==> config.mk <==
export PLATFORM = sky130hd
export DESIGN_NAME = lane_idle_watch
export DESIGN_NICKNAME = d
export VERILOG_FILES = /design/src/rtl/lsw_pkg.sv /design/src/rtl/lsw_lane_qual.sv /design/src/rtl/lsw_cfg_regs.sv /design/src/rtl/lsw_timer.sv /design/src/rtl/lane_idle_watch.sv
export SDC_FILE = /design/constraint.sdc
export NUM_CORES = 1
export LEC_CHECK = 0
export BUFFER_PORTS_ARGS = -buffer_cell sky130_fd_sc_hd__buf_2
export CAP_MARGIN = 5
export CORE_ASPECT_RATIO = 0.7
export CORE_MARGIN = 5
export CORE_UTILIZATION = 50
export DETAILED_ROUTE_END_ITERATION = 6
export GPL_TIMING_DRIVEN = 0
export PLACE_DENSITY = 0.69
export SLEW_MARGIN = 20
export SYNTH_ARGS = -nofsm -noshare
export SYNTH_HDL_FRONTEND = slang
export SYNTH_HIERARCHICAL = 1
export SYNTH_SLANG_ARGS = --single-unit
==> constraint.sdc <==
create_clock -name clk -period 11.5 [get_ports clk]
set_clock_uncertainty 0.05 [all_clocks]
set_input_delay 0 -clock clk [delete_from_list [all_inputs] [get_ports clk]]
set_output_delay 0 -clock clk [all_outputs]
set_load 0.01 [all_outputs]
==> src/rtl/lsw_pkg.sv <==
package lsw_pkg;
  localparam int MULT_X16 = 16;
  localparam int MULT_X4  = 4;

  // Timeout in functional-clock cycles; a zero count behaves as one.
  function automatic logic [31:0] lsw_target(input logic [15:0] count,
                                             input logic x16, input logic x4);
    logic [31:0] c;
    c = (count == 16'd0) ? 32'd1 : {16'd0, count};
    if (x16) c = c * MULT_X16;
    if (x4)  c = c * MULT_X4;
    return c;
  endfunction
endpackage

==> src/rtl/lsw_lane_qual.sv <==
module lsw_lane_qual #(
  parameter int LANES = 5
) (
  input  logic [LANES-1:0] lane_en,
  input  logic [LANES-1:0] lane_stop,
  output logic             all_stop
);
  logic [LANES-1:0] lane_ok;

  for (genvar i = 0; i < LANES; i++) begin : g_lane
    assign lane_ok[i] = lane_stop[i] | ~lane_en[i];
  end

  assign all_stop = &lane_ok;
endmodule

==> src/rtl/lsw_cfg_regs.sv <==
module lsw_cfg_regs #(
  parameter int CNT_W = 13
) (
  input  logic             clk,
  input  logic             rst_n,
  input  logic             wr,
  input  logic [CNT_W-1:0] wr_count,
  input  logic             wr_x16,
  input  logic             wr_x4,
  input  logic             wr_force,
  input  logic             expire,
  output logic [CNT_W-1:0] count_q,
  output logic             x16_q,
  output logic             x4_q,
  output logic             force_q,
  output logic             seen_q
);
  always_ff @(posedge clk or negedge rst_n) begin
    if (!rst_n) begin
      count_q <= '0;
      x16_q   <= 1'b0;
      x4_q    <= 1'b0;
      force_q <= 1'b0;
      seen_q  <= 1'b0;
    end else if (wr) begin
      count_q <= wr_count;
      x16_q   <= wr_x16;
      x4_q    <= wr_x4;
      force_q <= wr_force;
      seen_q  <= 1'b0;
    end else if (expire) begin
      force_q <= 1'b0;
      seen_q  <= 1'b1;
    end
  end

  AST_CLEAR_NEEDS_CAUSE: assert property (@(posedge clk) disable iff (!rst_n)
    $fell(force_q) |-> $past(wr) || $past(expire));
  AST_SEEN_WITH_CLEAR: assert property (@(posedge clk) disable iff (!rst_n)
    (expire && !wr) |=> (seen_q && !force_q));
  AST_SEEN_ONLY_ON_EXPIRE: assert property (@(posedge clk) disable iff (!rst_n)
    $rose(seen_q) |-> $past(expire));
endmodule

==> src/rtl/lsw_timer.sv <==
module lsw_timer #(
  parameter int CNT_W = 13,
  localparam int TW = CNT_W + 6
) (
  input  logic             clk,
  input  logic             rst_n,
  input  logic             wr,
  input  logic             armed,
  input  logic             all_stop,
  input  logic [CNT_W-1:0] count_q,
  input  logic             x16_q,
  input  logic             x4_q,
  output logic             expire
);
  import lsw_pkg::*;

  logic [TW-1:0] target;
  logic [TW-1:0] elapsed;
  logic          run;

  assign target = TW'(lsw_target(16'(count_q), x16_q, x4_q));
  assign run    = armed && all_stop;
  assign expire = run && (elapsed == target - TW'(1));

  always_ff @(posedge clk or negedge rst_n) begin
    if (!rst_n)                 elapsed <= '0;
    else if (wr || !run)        elapsed <= '0;
    else if (expire)            elapsed <= '0;
    else                        elapsed <= elapsed + TW'(1);
  end

  AST_NO_OVERFLOW: assert property (@(posedge clk) disable iff (!rst_n)
    elapsed < target);
  AST_RESTART_ON_EXIT: assert property (@(posedge clk) disable iff (!rst_n)
    (armed && !all_stop) |=> (elapsed == '0));
  AST_HOLD_WHEN_IDLE: assert property (@(posedge clk) disable iff (!rst_n)
    !armed |=> (elapsed == '0));
  AST_TARGET_NONZERO: assert property (@(posedge clk) disable iff (!rst_n)
    target != '0);
endmodule

==> src/rtl/lane_idle_watch.sv <==
module lane_idle_watch #(
  parameter int LANES = 5,
  parameter int CNT_W = 13
) (
  input  logic             clk,
  input  logic             rst_n,
  input  logic             cfg_wr,
  input  logic [CNT_W-1:0] cfg_count,
  input  logic             cfg_x16,
  input  logic             cfg_x4,
  input  logic             cfg_force,
  input  logic [LANES-1:0] lane_en,
  input  logic [LANES-1:0] lane_stop,
  output logic             rx_force,
  output logic             stop_seen
);
  logic             all_stop;
  logic             expire;
  logic [CNT_W-1:0] count_q;
  logic             x16_q;
  logic             x4_q;

  lsw_lane_qual #(.LANES(LANES)) u_qual (
    .lane_en(lane_en), .lane_stop(lane_stop), .all_stop(all_stop));

  lsw_cfg_regs #(.CNT_W(CNT_W)) u_regs (
    .clk(clk), .rst_n(rst_n), .wr(cfg_wr), .wr_count(cfg_count),
    .wr_x16(cfg_x16), .wr_x4(cfg_x4), .wr_force(cfg_force),
    .expire(expire), .count_q(count_q), .x16_q(x16_q), .x4_q(x4_q),
    .force_q(rx_force), .seen_q(stop_seen));

  lsw_timer #(.CNT_W(CNT_W)) u_timer (
    .clk(clk), .rst_n(rst_n), .wr(cfg_wr), .armed(rx_force),
    .all_stop(all_stop), .count_q(count_q), .x16_q(x16_q), .x4_q(x4_q),
    .expire(expire));

  AST_IDLE_STABLE: assert property (@(posedge clk) disable iff (!rst_n)
    (!rx_force && !cfg_wr) |=> (!rx_force && $stable(stop_seen)));
  AST_NOT_BOTH: assert property (@(posedge clk) disable iff (!rst_n)
    !(rx_force && stop_seen));
endmodule

==> results.sh <==
export IMPL_max_freq_mhz=205
export IMPL_ys_types=69
export IMPL_grt_first_pass_wirelength_mm=14.3
export IMPL_track_usage_pct=22.7
export IMPL_tns_ps=0
export IMPL_drive_gt1_share_pct=24.9
export IMPL_vias_per_cell=6.20
export IMPL_synth_cells=309
export IMPL_hold_class="in2reg"
export IMPL_gp_congestion=0.999
export IMPL_core_area_sq_um=5840
export IMPL_htreeDepth=2
export IMPL_peakVddDrop_mv=0.0615
export IMPL_fp_dieArea_sq_um=7860
export IMPL_setup_worst_path_class="reg2reg"
export IMPL_max_slew_worst_pin_slew_ps=865
export IMPL_ios=31
export IMPL_synth_edf_count=0
export IMPL_drv_cap=0
export IMPL_yosysTopAreaCell="dfrtp_1"
export IMPL_drcViolationCount=0
export IMPL_cts_root_buf="clkbuf_8"
export IMPL_dieHeight_um=75.7
export IMPL_placed_cell_area_sq_um=3320
export IMPL_fin_crit_ps=4880
export IMPL_first_iter_violations=243
export IMPL_crit_slowest_cell="nor4_1"
export IMPL_clock_latency_ps=290
export IMPL_num_fill_cells=485
export IMPL_cp_max_fo=10
export IMPL_area_growth_pct=18.5
export IMPL_slowest_delay_ps=580
export IMPL_post_cts_resized=0
export IMPL_finalMaxSlewViolations=0
export IMPL_status="finished, final reports clean"
export IMPL_avgRoutedWirePerCell_um=18.7
export IMPL_antenna_cells=0
export IMPL_crit_path_end_kind="flop"
export IMPL_hold_viol_final=0
export IMPL_ant_nets=0
export IMPL_fin_nets=400
export IMPL_die_x_um=104
export IMPL_start_kind="flop"
export IMPL_row_count=23
export IMPL_ys_flop_type="dfrtp_1"
export IMPL_rsz0062_at_grt="false"
export IMPL_clk_pin_slew_ps=80
export IMPL_crit_chain="buf_6 > buf_6 > buf_2 > clkbuf_1 > clkbuf_1 > nor2_1 > nand2b_1 > ha_1 > clkbuf_1 > nand3b_1 > xnor2_1 > mux2i_1 > xor2_1 > nor2_1 > or4_1 > nor4_1 > nor2_1 > a22o_2"
export IMPL_pwr_density_cell_nw_per_um2=105
export IMPL_finalCritPeriodShare_pct=42.4
export IMPL_ys_seq_area_share_pct=29.2
export IMPL_num_vias=2758
export IMPL_grt_pass1_vias=2920
export IMPL_grt_ovfl_total=0
export IMPL_synth_top_area_share_pct=29.2
export IMPL_drt_pass1_iterations=4
export IMPL_cts_buffers_inserted=5
export IMPL_clock_path_buffers=2
export IMPL_design_area_sq_um=3650
export IMPL_setup_viol_count_final=0
export IMPL_netlist_top_cells_area="dfrtp_1 (29%), xor2_1 (6.5%), xnor2_1 (6.0%)"
export IMPL_synth_avg_cell_area_sq_um=9.98
export IMPL_power_total_uw=384
export IMPL_critPathRequiredTime_ps=11640
export IMPL_start_util_pct=52.8
export IMPL_netlist_area_sq_um=3080
export IMPL_hpwl_mm=6.05
export IMPL_antenna_found_initial=0
export IMPL_grt_max_degree=37
export IMPL_synth_nets=340
export IMPL_ys_ff_latch=36
export IMPL_slew_headroom_pct=41.8
export IMPL_io_buffers=29
export IMPL_crit_family="buffers and inverters"
export IMPL_wl_mm=8.33
export IMPL_clock_sinks=36
export IMPL_cts_tree="done"
export IMPL_yosys_warnings=6
export IMPL_p_leak_nw=1.44
export IMPL_cp_num_buf_inv=6
export IMPL_cp_data_arrival_time_ps=5020
export IMPL_async_flop_share_pct=100
==> metrics by stage <==
stage          hold WS [ps]  instances  worst slack, ps  utilization [%]
6_report               4.24        445             6620             62.5
5_1_grt                13.0        445             6270             62.5
4_1_cts               0.137        445             6780             62.5
3_3_place_gp           95.4        413             6920             56.9
2_1_floorplan          -346        309             7710                -
3_5_place_dp           94.8        413             6810             56.9
==> worst register-to-register path, delay by kind of cell (launching register included) <==
family                     cells  cell delay (ps)
xor gates and xnor gates       2              370
buffers and inverters          6             1840
and+or+nand+nor                7             1520
AOI/OAI and AO/OA              1              240
muxes                          1              250
DFF                            1              370
adders and majority gates      1              140
==> final timing paths <==
check / from / to / slack (ps) / depth (start not counted)
max: u_regs/x4_q / u_regs/force_q / 6620 / 18
min: cfg_wr / u_regs/count_q[10] / 4 / 2
max reg2reg: u_regs/x4_q / u_regs/force_q / 6620 / 18
min reg2reg: u_regs/seen_q / u_regs/seen_q / 450 / 2
max in group asynchronous: rst_n / u_timer/elapsed[16] / 10590 / 2
min in group asynchronous: rst_n / u_regs/count_q[1] / 290 / 2
==> cells in the mapped netlist (9+ instances only) <==
library cell   n
clkbuf_1       9
nor4_2        10
nor4_1        16
mux2_2        11
mux2i_1       11
xor2_1        23
dfrtp_1       36
nand3_1       15
xnor2_1       21
nor2_1        15
nand2_1       17
==> layer usage <==
layer	vias up	routed length, um	track usage (%)
li1	1296	-	-
met5	-	0	0
met1	1346	3990	32.0
met3	11	592	3.98
met4	0	99	6.90
met2	105	3650	36.5
==> power breakdown <==
group	switching [mW]	internal, mW
combinational	0.0808	0.0654
clock	0.0468	0.0489
sequential	0.00949	0.132
==> cell families (layout without fill, tap and decap cells) <==
kind of cell	Yosys count	count (layout)	synth area share, %
buffers and inverters	29	90	5.24
AO/OA/AOI/OAI	48	48	12.4
XOR/XNOR	44	44	12.5
multiplexers	36	36	16.1
adder cells (fa/ha/maj)	2	2	0.812
flip-flops	36	36	29.2
AND/OR/NAND/NOR	114	114	23.7
==> cell usage in the layout (no fill, tap or decap), types with 4 or more instances in the layout <==
master          n
a21oi_1         6
and3_1          7
buf_2          34
buf_6           4
clkbuf_1       11
clkbuf_8        6
dfrtp_1        36
dlygate4sd3_1  24
inv_1           7
mux2_2         11
mux2_4          7
mux2i_1        11
mux4_2          7
nand2_1        17
nand3_1        15
nand4_1         6
nor2_1         15
nor4_1         16
nor4_2         10
o2111ai_1       4
o21ai_0         6
xnor2_1        21
xor2_1         23
==> flip-flops by register name, summed over array words and instances, names as in the netlist <==
signal	flops
u_timer/elapsed	19
u_regs/x4_q	1
u_regs/seen_q	1
u_regs/count_q	13
u_regs/x16_q	1
u_regs/force_q	1
==> layout make-up <==
class | instances | area [sq um] | share of cell area, %
multi-input cells | 244 | 2020 | 55.3
flip-flops and latches | 36 | 901 | 24.7
repair buffers | 53 | 385 | 10.6
plain buffers | 21 | 131 | 3.60
well taps | 75 | 93.8 | 2.57
clock buffers | 8 | 90.1 | 2.47
inverters | 8 | 30.0 | 0.822
==> what timing repair did <==
| action | 4_1_cts | 5_1_grt |
|---|---|---|
| hold endpoints to repair | 52 | 0 |
| hold buffers | 24 | 0 |
| endpoints found under the setup margin | 0 | 0 |
| buffers inserted | 0 | 0 |
Note: power is estimated with default switching activity, not from simulation.
